`src/rtl/seq_pkg.sv`:
```
package seq_pkg;

    parameter int TS_W   = 64;
    parameter int FINE_W = 3;
    parameter int CHAN_W = 8;
    parameter int DATA_W = 32;

    typedef struct packed {
        logic [TS_W-1:0]   coarse;
        logic [FINE_W-1:0] fine;
        logic [CHAN_W-1:0] chan;
        logic [DATA_W-1:0] data;
    } seq_event_t;

    // successor lane with wrap to zero
    function automatic int unsigned succ_lane(input int unsigned idx, input int unsigned n);
        return (idx + 1 >= n) ? 0 : idx + 1;
    endfunction

endpackage

```
`src/rtl/seq_lane_fifo.sv`:
```
module seq_lane_fifo
    import seq_pkg::*;
#(
    parameter int DEPTH = 8
) (
    input  logic       clk,
    input  logic       rst,
    input  logic       push,
    input  seq_event_t push_ev,
    input  logic       pop,
    output seq_event_t head_ev,
    output logic       head_valid,
    output logic       full
);
    localparam int AW = (DEPTH > 1) ? $clog2(DEPTH) : 1;
    localparam int CW = $clog2(DEPTH + 1);

    seq_event_t     mem [DEPTH];
    logic [AW-1:0]  wr_idx, rd_idx;
    logic [CW-1:0]  level;
    logic           do_pop;

    function automatic logic [AW-1:0] bump(input logic [AW-1:0] i);
        return (i == AW'(DEPTH - 1)) ? '0 : i + AW'(1);
    endfunction

    assign head_valid = (level != '0);
    assign full       = (level == CW'(DEPTH));
    assign head_ev    = mem[rd_idx];
    assign do_pop     = pop && head_valid;

    always_ff @(posedge clk) begin
        if (push) mem[wr_idx] <= push_ev;
    end

    always_ff @(posedge clk) begin
        if (rst) begin
            wr_idx <= '0;
            rd_idx <= '0;
            level  <= '0;
        end else begin
            if (push)   wr_idx <= bump(wr_idx);
            if (do_pop) rd_idx <= bump(rd_idx);
            case ({push, do_pop})
                2'b10:   level <= level + CW'(1);
                2'b01:   level <= level - CW'(1);
                default: level <= level;
            endcase
        end
    end

    // the selector never writes into a full lane
    assert_no_overflow_R8: assert property (@(posedge clk) disable iff (rst)
        push |-> !full);

    // the next head after a pop carries a strictly later coarse time
    assert_head_increasing_R1: assert property (@(posedge clk) disable iff (rst)
        (do_pop && level >= CW'(2)) |=> (head_ev.coarse > $past(head_ev.coarse)));

endmodule

```
`src/rtl/seq_lane_select.sv`:
```
module seq_lane_select
    import seq_pkg::*;
#(
    parameter int NUM_LANES = 4,
    parameter int LW        = 2
) (
    input  logic [LW-1:0]                    ptr,
    input  logic [TS_W-1:0]                  coarse,
    input  logic [NUM_LANES-1:0][TS_W-1:0]   last_ts,
    input  logic [NUM_LANES-1:0]             written,
    input  logic [NUM_LANES-1:0]             lane_full,
    output logic [LW-1:0]                    target,
    output logic                             reject,
    output logic                             target_full
);
    logic [LW-1:0] nxt;
    logic          cur_ok, nxt_ok;

    always_comb begin
        nxt    = LW'(succ_lane(int'(ptr), NUM_LANES));
        cur_ok = !written[ptr] || (coarse > last_ts[ptr]);
        nxt_ok = !written[nxt] || (coarse > last_ts[nxt]);
        target = cur_ok ? ptr : nxt;
        reject = !cur_ok && !nxt_ok;
        target_full = lane_full[target];
    end

endmodule

```
`src/rtl/event_lane_sequencer.sv`:
```
module event_lane_sequencer
    import seq_pkg::*;
#(
    parameter int NUM_LANES  = 4,
    parameter int LANE_DEPTH = 8
) (
    input  logic                          clk,
    input  logic                          rst,
    input  logic                          in_valid,
    output logic                          in_ready,
    input  logic [TS_W-1:0]               in_coarse,
    input  logic [FINE_W-1:0]             in_fine,
    input  logic [CHAN_W-1:0]             in_chan,
    input  logic [DATA_W-1:0]             in_data,
    output logic [NUM_LANES-1:0]          head_valid,
    output logic [NUM_LANES*TS_W-1:0]     head_coarse,
    output logic [NUM_LANES*FINE_W-1:0]   head_fine,
    output logic [NUM_LANES*CHAN_W-1:0]   head_chan,
    output logic [NUM_LANES*DATA_W-1:0]   head_data,
    input  logic [NUM_LANES-1:0]          head_pop,
    output logic                          seq_err,
    output logic [CHAN_W-1:0]             seq_err_chan
);
    localparam int LW = (NUM_LANES > 1) ? $clog2(NUM_LANES) : 1;

    logic [LW-1:0]                  ptr_q;
    logic [NUM_LANES-1:0][TS_W-1:0] last_q;
    logic [NUM_LANES-1:0]           written_q;
    logic [NUM_LANES-1:0]           lane_full;
    logic [LW-1:0]                  target;
    logic                           reject, target_full;
    logic                           accept, discard;
    seq_event_t                     in_ev;

    assign in_ev = '{coarse: in_coarse, fine: in_fine, chan: in_chan, data: in_data};

    seq_lane_select #(.NUM_LANES(NUM_LANES), .LW(LW)) u_select (
        .ptr        (ptr_q),
        .coarse     (in_coarse),
        .last_ts    (last_q),
        .written    (written_q),
        .lane_full  (lane_full),
        .target     (target),
        .reject     (reject),
        .target_full(target_full)
    );

    assign in_ready = reject || !target_full;
    assign accept   = in_valid && !reject && !target_full;
    assign discard  = in_valid && reject;

    always_ff @(posedge clk) begin
        if (rst) begin
            ptr_q     <= '0;
            last_q    <= '0;
            written_q <= '0;
        end else if (accept) begin
            ptr_q             <= target;
            last_q[target]    <= in_coarse;
            written_q[target] <= 1'b1;
        end
    end

    always_ff @(posedge clk) begin
        if (rst) begin
            seq_err      <= 1'b0;
            seq_err_chan <= '0;
        end else if (discard && !seq_err) begin
            seq_err      <= 1'b1;
            seq_err_chan <= in_chan;
        end
    end

    for (genvar k = 0; k < NUM_LANES; k++) begin : g_lane
        seq_event_t h_ev;
        logic       lane_push;

        assign lane_push = accept && (target == LW'(k));

        seq_lane_fifo #(.DEPTH(LANE_DEPTH)) u_fifo (
            .clk       (clk),
            .rst       (rst),
            .push      (lane_push),
            .push_ev   (in_ev),
            .pop       (head_pop[k]),
            .head_ev   (h_ev),
            .head_valid(head_valid[k]),
            .full      (lane_full[k])
        );

        assign head_coarse[k*TS_W +: TS_W]     = h_ev.coarse;
        assign head_fine[k*FINE_W +: FINE_W]   = h_ev.fine;
        assign head_chan[k*CHAN_W +: CHAN_W]   = h_ev.chan;
        assign head_data[k*DATA_W +: DATA_W]   = h_ev.data;
    end

    // error flag and captured channel hold once set
    assert_err_sticky_R9: assert property (@(posedge clk) disable iff (rst)
        seq_err |=> (seq_err && $stable(seq_err_chan)));

    // a discarded event leaves pointer and lane history untouched
    assert_discard_keeps_state_R4: assert property (@(posedge clk) disable iff (rst)
        discard |=> ($stable(ptr_q) && $stable(last_q) && $stable(written_q)));

    // a stalled event changes nothing and raises no error
    assert_stall_quiet_R8: assert property (@(posedge clk) disable iff (rst)
        (in_valid && !in_ready) |=> ($stable(ptr_q) && $stable(written_q) && $stable(seq_err)));

    // the pointer only moves by one lane (with wrap)
    assert_ptr_step_R3: assert property (@(posedge clk) disable iff (rst)
        !$stable(ptr_q) |-> (ptr_q == LW'(succ_lane(int'($past(ptr_q)), NUM_LANES))));

endmodule

```
`config.mk`:
```
export PLATFORM = sky130hd
export DESIGN_NAME = event_lane_sequencer
export DESIGN_NICKNAME = d
export VERILOG_FILES = /design/src/rtl/seq_pkg.sv /design/src/rtl/seq_lane_fifo.sv /design/src/rtl/seq_lane_select.sv /design/src/rtl/event_lane_sequencer.sv
export SDC_FILE = /design/constraint.sdc
export NUM_CORES = 2
export LEC_CHECK = 0
export BUFFER_PORTS_ARGS = -buffer_cell sky130_fd_sc_hd__clkbuf_2
export CAP_MARGIN = 20
export CORE_UTILIZATION = 25
export CTS_CLUSTER_SIZE = 25
export DETAILED_ROUTE_END_ITERATION = 10
export PLACE_DENSITY = 0.39
export SLEW_MARGIN = 25
export SYNTH_ARGS = -nofsm -noshare
export SYNTH_HDL_FRONTEND = slang
export SYNTH_SLANG_ARGS = --single-unit
```
`constraint.sdc`:
```
create_clock -name clk -period 37.1 [get_ports clk]
set_input_delay 5.565 -clock clk [delete_from_list [all_inputs] [get_ports clk]]
set_output_delay 5.565 -clock clk [all_outputs]
set_load 0.02 [all_outputs]
```
---- Word-level counts from Yosys, hierarchy flattened ----
Memory sizes are Yosys's and may differ from the RTL's. A register that Yosys moved wholly into a read port is not among the register bits.
Cells that the tools add are included.
Widths: inputs -> output; s select.
word-level totals
  flip-flop bits (word level) ............. 311
  memory bits (writable) .................. 3424
  output and inout port bits .............. 442
  word-level logic and storage cells ...... 150
  memories ................................ 4
memory list
  name                  depth  bits a word  read ports  clocked after Yosys merged registers in  write ports  line                 source
  g_lane[0].u_fifo.mem  8      107          1           1                                        1            seq_lane_fifo.sv:18  seq_event_t mem [DEPTH];
  g_lane[1].u_fifo.mem  8      107          1           1                                        1            seq_lane_fifo.sv:18
  g_lane[2].u_fifo.mem  8      107          1           1                                        1            seq_lane_fifo.sv:18
  g_lane[3].u_fifo.mem  8      107          1           1                                        1            seq_lane_fifo.sv:18
cells by class
  add/subtract/negate cells ............... 17
  magnitude comparators ................... 7
  equal/unequal tests ..................... 23
  multiplexer cells ....................... 45
  bitwise logic cells ..................... 1
  reductions and logical operators ........ 33
operators by type and width
  cell                 count
  $bmux 64 s2          2
  $bwmux 256           1
  $mux 64              3
  $demux 64 s2         1
  $gt 64x64->1         2
  $mux 3               16
  $pmux 4 s2           4
  $add 3x1->3 const B  8
  $eq 3x3->1 const B   8
  $add 4x1->4 const B  4
  $eq 4x4->1 const B   4
  $reduce_bool 4->1    4
  $sub 4x1->4 const B  4
  $logic_and 1x1->1    14
  $eq 2x2->1 const B   6
  $mux 1               12
  $eq 2x1->1 const B   5
  $lt 2x3->1 const B   3
  $reduce_bool 2->1    4
  $logic_not 1->1      7
  $bmux 1 s2           3
  $mux 2               2
  $or 4x4->4           1
  $add 2x1->3 const B  1
  other kinds (5)      7

---- Depth between registers and ports, before layout ----
  word-level depth ........................ 15
  gate-level depth with buffers ........... 27
  gate-level depth less buffers ........... 21

---- By module ----
Synthesis repeated with hierarchy kept, for this count alone.
unflattened totals
  cell total of the unflattened synthesis .. 6842
  area, all modules ....................... 148160.8 µm²
modules (own cells, without submodules)
  module                instances  cells each  area an instance (µm²)  seq. area each (µm²)
  seq_lane_fifo         4          1312        32786.4                 25964.9
  event_lane_sequencer  1          957         10557.6                 5425.2
  seq_lane_select       1          637         6457.4                  0.0

---- Worst setup path after synthesis ----
OpenSTA, ideal clock, no wires.
  path kind ............................... input to register
  from .................................... input port in_coarse[5]
  to ...................................... memory g_lane[1].u_fifo.mem[2][0] (netlist bit) (enable)
  setup time .............................. 873 ps
  arrival ................................. 18660 ps
  data required time ...................... 36227 ps
  path slack .............................. 17567 ps
  stages .................................. 12
  cells stage by stage .................... ha_1 a21o_1 nand3_1 a211oi_1 or4_1 a22oi_2 a21oi_4 mux2i_1 nor4_1 buf_2 inv_1 nor4b_1
between the ends
  word-level cells in the longest chain between the ends .. 10
  elaborated cells on any way between the ends .. 18
  classes of those cells .................. 2 x order compare; 1 x eq/ne; 5 x mux; 10 x reduce/logical
ends and longest elaborated chain
  item                                                             line                                               source
  start: declaration                                               event_lane_sequencer.sv:11                         input logic [TS_W-1:0] in_coarse,
  $gt 64x64->1 (on tied branches)                                  seq_lane_select.sv:21, seq_lane_select.sv:22
  $logic_or 1x1->1 (on tied branches)                              seq_lane_select.sv:21, seq_lane_select.sv:22
  $mux 2 or $logic_not 1->1 (tied branches)                        seq_lane_select.sv:23, seq_lane_select.sv:24
  $bmux 1 s2 or $logic_and 1x1->1 (tied branches)                  seq_lane_select.sv:25, seq_lane_select.sv:24
  $mux 1 (not written as such) or $logic_not 1->1 (tied branches)  seq_lane_select.sv:25, event_lane_sequencer.sv:49
  $logic_not 1->1 or $logic_and 1x1->1 (tied branches)             event_lane_sequencer.sv:49                         assign accept = in_valid && !reject && !target_full;
  $logic_and 1x1->1                                                event_lane_sequencer.sv:49
  $logic_and 1x1->1 *                                              event_lane_sequencer.sv:78                         assign lane_push = accept && (target == LW'(k));
  $mux 1 *                                                         seq_lane_fifo.sv:33                                if (push) mem[wr_idx] <= push_ev;
  $mux 1 (not written as such) *                                   seq_lane_fifo.sv:33
  end: declaration                                                 seq_lane_fifo.sv:18
Every way passes the cells marked *; elsewhere a longest branch is shown, timed or not. The select of a mux whose other input is x is not followed.

---- Worst setup path after layout ----
  from .................................... input port in_coarse[23]
  to ...................................... output port in_ready
between the ends
  word-level cells in the longest chain between the ends .. 7
  elaborated cells on any way between the ends .. 12
  classes of those cells .................. 2 x order compare; 3 x mux; 7 x reduce/logical
ends and longest elaborated chain
  item                          line                        source
  $gt 64x64->1                  seq_lane_select.sv:21       cur_ok = !written[ptr] || (coarse > last_ts[ptr]);
  $logic_or 1x1->1              seq_lane_select.sv:21
  $mux 2                        seq_lane_select.sv:23       target = cur_ok ? ptr : nxt;
  $bmux 1 s2                    seq_lane_select.sv:25       target_full = lane_full[target];
  $mux 1 (not written as such)  seq_lane_select.sv:25
  $logic_not 1->1               event_lane_sequencer.sv:48  assign in_ready = reject || !target_full;
  $logic_or 1x1->1 *            event_lane_sequencer.sv:48
  end: declaration              event_lane_sequencer.sv:10  output logic in_ready,
Marks and branches as above.

==> run summary <==
Worst clock skew = 0.0953 ns
Placeable core region = 0.583 mm^2
Via count of the first global-routing pass = 76,500
Die Height = 768 um
Worst endpoint data arrival time = 10.49 ns
Min Clock Period, post-route = 16.06 ns
Die ar. = 0.589 mm^2
CTS Buf Count = 429
Nets@finish = 7,929
Sequential cell area fraction in the yosys report = 74.6%
Compound-gate portion of the synthesized area = 0.610%
Category of the worst setup path launch point = primary input
Number of endpoints failing setup at the final stage = 0
Maximum net fanout on the critical path = 38
HPWL after detailed placement = 292 mm
Number of placed instances, taps included = 15,000
Portion of netlist area occupied by mux cells = 20.4%
Period utilisation layout = 43.3%
Number of port buffers = 555
Std cell rows = 280
Switch share = 26.3%
CTS tree = done
Count of instances resized after the clock tree is built = 0
Setup crit end kind = output pin
Number of cells on the worst hold path = 2
Worst Path Class, Setup = in -> out
Hold_buf cts = 0
Count of flip-flops with a built-in enable after synthesis = 3,424
Synth Instances = 6,779
Setup bufs post-CTS = 0
Count of different cell masters after synthesis = 62
Slew at the pin closest to its max-slew limit = 1.10 ns
Slack of the worst reg-to-reg path = 27.73 ns
Fill cells = 56,500
Synthesis warning total = 0
XOR/XNOR share of the synthesized area = 0.0717%
Power density of the placed cells = 60.0 mW/mm^2
Leakage power figure = 53.7 nW
Critical register-to-register path startpoint = ptr_q[0]
Utilization after layout = 29.8%
DIE WIDTH = 768 um
Maximum buffer depth of the clock tree = 4
Ratio of cells with drive above 1 in the final layout = 35.9%
Setup TNS = 0 ns
Pins Over Slew Limit = 0
Cell types occupying the most area after synthesis = sky130_fd_sc_hd__edfxtp_1 70%, sky130_fd_sc_hd__mux4_2 15%, sky130_fd_sc_hd__dfxtp_1 4.4%
FF-to-FF End = g_lane[1].u_fifo.mem[7][3]
Result of the run = finished clean
Syn avg cell area = 21.6 um^2
Detail-routed net length per standard cell = 31.0 um
Drc violations = 0
Pin count of the biggest net entering global routing = 121
RD Place Congestion = 0.749
Worst reg2reg path depth = 21
Post-route antenna net violation count = 0
Combinational power share = 14.1%
Effective utilization at floorplan = 25.1%
Nets in the synthesized netlist = 7,054
Max-slew headroom = 26.6%
Largest area contributor in the netlist = sky130_fd_sc_hd__edfxtp_1
Internal power contribution = 7.70 mW
Maxcap violations = 0
Endpoint required time on the critical path = 31.53 ns
Vias after detailed routing = 72,200
Adder-Cell Fraction of Synth Area = 1.40%
Number of placed I/O pins = 556
Fraction of synthesized cell area taken by the top area cell type = 70.2%
Worst min-delay path category = reg -> reg
Final std cells w/o fill = 15,800
Worst hold path startpoint = g_lane[1].u_fifo.rd_idx[2]
Count of H-tree levels built during CTS = 5
Final Hold Violating Endpoints = 0
Main combinational cell family by area after synthesis = multiplexers
Maximum resistive drop on vdd = 48.4 uV
Buffer type at the clock tree root = sky130_fd_sc_hd__clkbuf_16
Count of clock tree sinks = 3,747
Unrepaired setup endpoints after global routing = false
Routed wire length = 490 mm
Ys flop type = sky130_fd_sc_hd__edfxtp_1
Asr flop ratio synth = 0%
Remaining Overflow, GRT = 0
Fraction of the mapped netlist area in simple logic gates = 1.59%
Share of total power in sequential cells = 45.7%
Clock power share = 40.2%
Growth of design area from synthesis to finish = 18.7%
Total track usage = 16.3%
Sw Pwr = 2.74 mW
Mean number of vias per cell = 4.57
Drt first-iter violations = 5,823
Synthesized cell area = 0.147 mm^2
Flop and latch count out of synthesis = 3,747
Clk Latency, worst-skew pair = 1.01 ns
Clock edge transition at the registers on the reported setup and hold paths = 0.06 ns
Highest Clock Rate = 62.3 MHz
Wire length of the first global-routing pass = 667 mm
DR pass1 iterations = 6
Initial antenna violation count = 43
-- metal layers --
metal	wire, um	part of all wire (%)	global-route usage, %	vias up
met2	235000	48	27.1	1671
met1	224000	46	22.6	40200
li1	-	-	-	29800
met4	9190	1.9	2.97	16
met3	21400	4.4	2.64	531
met5	101	0.021	0	-
-- critical path, cell delays in order --
cell,delay [ns]
sky130_fd_sc_hd__clkbuf_2,0.64
sky130_fd_sc_hd__ha_1,0.38
sky130_fd_sc_hd__a21oi_1,0.17
sky130_fd_sc_hd__o21ai_0,0.11
sky130_fd_sc_hd__a221oi_1,0.81
sky130_fd_sc_hd__o22ai_1,0.18
sky130_fd_sc_hd__nor3_1,0.80
sky130_fd_sc_hd__a21oi_4,0.24
sky130_fd_sc_hd__mux2_4,0.41
sky130_fd_sc_hd__mux2_2,0.32
sky130_fd_sc_hd__mux2_2,0.27
sky130_fd_sc_hd__or2_2,0.37
sky130_fd_sc_hd__clkbuf_2,0.20
-- flip-flops by register name, indices dropped and copies added (netlist names), named ones only --
register	flops
g_lane.u_fifo.mem	3424
last_q	256
g_lane.u_fifo.wr_idx	12
g_lane.u_fifo.rd_idx	12
g_lane.u_fifo.level	16
ptr_q	2
seq_err_chan	8
seq_err	1
written_q	4
-- cells in the mapped netlist, types with 8 or more instances --
library cell               count
sky130_fd_sc_hd__a21oi_1      82
sky130_fd_sc_hd__buf_1       107
sky130_fd_sc_hd__ha_1        157
sky130_fd_sc_hd__mux2i_1     279
sky130_fd_sc_hd__mux2_2      431
sky130_fd_sc_hd__clkbuf_1    197
sky130_fd_sc_hd__nor3_1       25
sky130_fd_sc_hd__mux4_2      985
sky130_fd_sc_hd__xor2_1        8
sky130_fd_sc_hd__nand2_1      65
sky130_fd_sc_hd__buf_4        28
sky130_fd_sc_hd__o21ai_0      22
sky130_fd_sc_hd__nand3_1      17
sky130_fd_sc_hd__edfxtp_1   3424
sky130_fd_sc_hd__a21o_1       10
sky130_fd_sc_hd__inv_1       152
sky130_fd_sc_hd__dfxtp_1     323
sky130_fd_sc_hd__nor2_1      332
sky130_fd_sc_hd__nand4_1      20
-- through the flow --
| step | setup slack [ns] | hold WS (ns) | total power, mW | area, um^2 |
|---|---|---|---|---|
| finish | 21.04 | 0.483 | 10.4 | 174000 |
| global route | 20.93 | 0.490 | 10.8 | 174000 |
| CTS | 20.94 | 0.479 | 10.6 | 174000 |
| detailed placement | 20.94 | 0.469 | 6.38 | 160000 |
| global placement | 20.89 | 0.453 | 6.37 | 160000 |
| floorplan | 17.57 | 0.443 | 5.74 | 147000 |
-- cells by family (layout without fill, tap and decap cells) --
| kind of cell | after synthesis | after routing |
|---|---|---|
| AO/OA/AOI/OAI | 149 | 149 |
| XOR/XNOR | 12 | 12 |
| adder cells (fa/ha/maj) | 161 | 161 |
| buffers and inverters | 498 | 1741 |
| flip-flops | 3747 | 3747 |
| multiplexers | 1696 | 1696 |
| other | 0 | 12 |
| AND/OR/NAND/NOR | 516 | 516 |
-- area by class of cell --
cell class / count / area, um^2 / area share, %
inverter: 155 / 582 / 0.335
clock buffer: 550 / 11500 / 6.59
clock inverter: 249 / 2480 / 1.43
multi-input combinational: 2534 / 35500 / 20.4
sequential: 3747 / 109000 / 62.9
timing repair buffer: 787 / 4830 / 2.78
antenna: 12 / 30.0 / 0.0173
tap: 7755 / 9700 / 5.58
-- layout by cell type, fill, tap and decap left out, types with 6 or more instances in the layout --
cell type / count
sky130_fd_sc_hd__mux4_2: 985
sky130_fd_sc_hd__nor3b_2: 6
sky130_fd_sc_hd__mux2i_1: 279
sky130_fd_sc_hd__nor2_4: 10
sky130_fd_sc_hd__edfxtp_1: 3424
sky130_fd_sc_hd__dfxtp_1: 309
sky130_fd_sc_hd__clkinv_16: 12
sky130_fd_sc_hd__clkbuf_8: 14
sky130_fd_sc_hd__clkbuf_1: 101
sky130_fd_sc_hd__dfxtp_4: 14
sky130_fd_sc_hd__nor4_2: 6
sky130_fd_sc_hd__nand2b_1: 7
sky130_fd_sc_hd__bufinv_16: 34
sky130_fd_sc_hd__a21o_1: 10
sky130_fd_sc_hd__nand3_1: 17
sky130_fd_sc_hd__nand2_1: 65
sky130_fd_sc_hd__a21oi_1: 82
sky130_fd_sc_hd__o21ai_0: 22
sky130_fd_sc_hd__a221oi_1: 6
sky130_fd_sc_hd__inv_6: 10
sky130_fd_sc_hd__and4_1: 6
sky130_fd_sc_hd__clkbuf_2: 554
sky130_fd_sc_hd__mux2_2: 431
sky130_fd_sc_hd__buf_4: 209
sky130_fd_sc_hd__nand4_1: 20
sky130_fd_sc_hd__buf_12: 19
sky130_fd_sc_hd__clkinvlp_4: 11
sky130_fd_sc_hd__nor3_2: 8
sky130_fd_sc_hd__clkinv_2: 80
sky130_fd_sc_hd__nor2_1: 322
sky130_fd_sc_hd__clkinv_1: 90
sky130_fd_sc_hd__diode_2: 12
sky130_fd_sc_hd__nor4b_4: 6
sky130_fd_sc_hd__inv_1: 152
sky130_fd_sc_hd__a211oi_1: 6
sky130_fd_sc_hd__clkbuf_16: 435
sky130_fd_sc_hd__ha_1: 156
sky130_fd_sc_hd__xor2_1: 8
sky130_fd_sc_hd__nor3_1: 17
-- power by group through the flow --
stage          combinational (mW)  sequential (mW)  clock (mW)
2_1_floorplan               0.893             4.84           0
3_3_place_gp                 1.52             4.85           0
3_5_place_dp                 1.52             4.86           0
4_1_cts                      1.53             4.77        4.33
5_1_grt                      1.58             4.78        4.48
6_report                     1.47             4.77        4.20
-- worst max path at each step --
stage,start,end,slack [ns],cells past startpoint
after floorplan,in_coarse[5],g_lane[1].u_fifo.mem[2][0],17.57,12
after global placement,in_coarse[23],in_ready,20.89,13
after detailed placement,in_coarse[23],in_ready,20.94,13
after CTS,in_coarse[23],in_ready,20.94,13
after global routing,in_coarse[23],in_ready,20.93,13
final,in_coarse[23],in_ready,21.04,13
No activity file was read; power rests on OpenSTA's default activity.
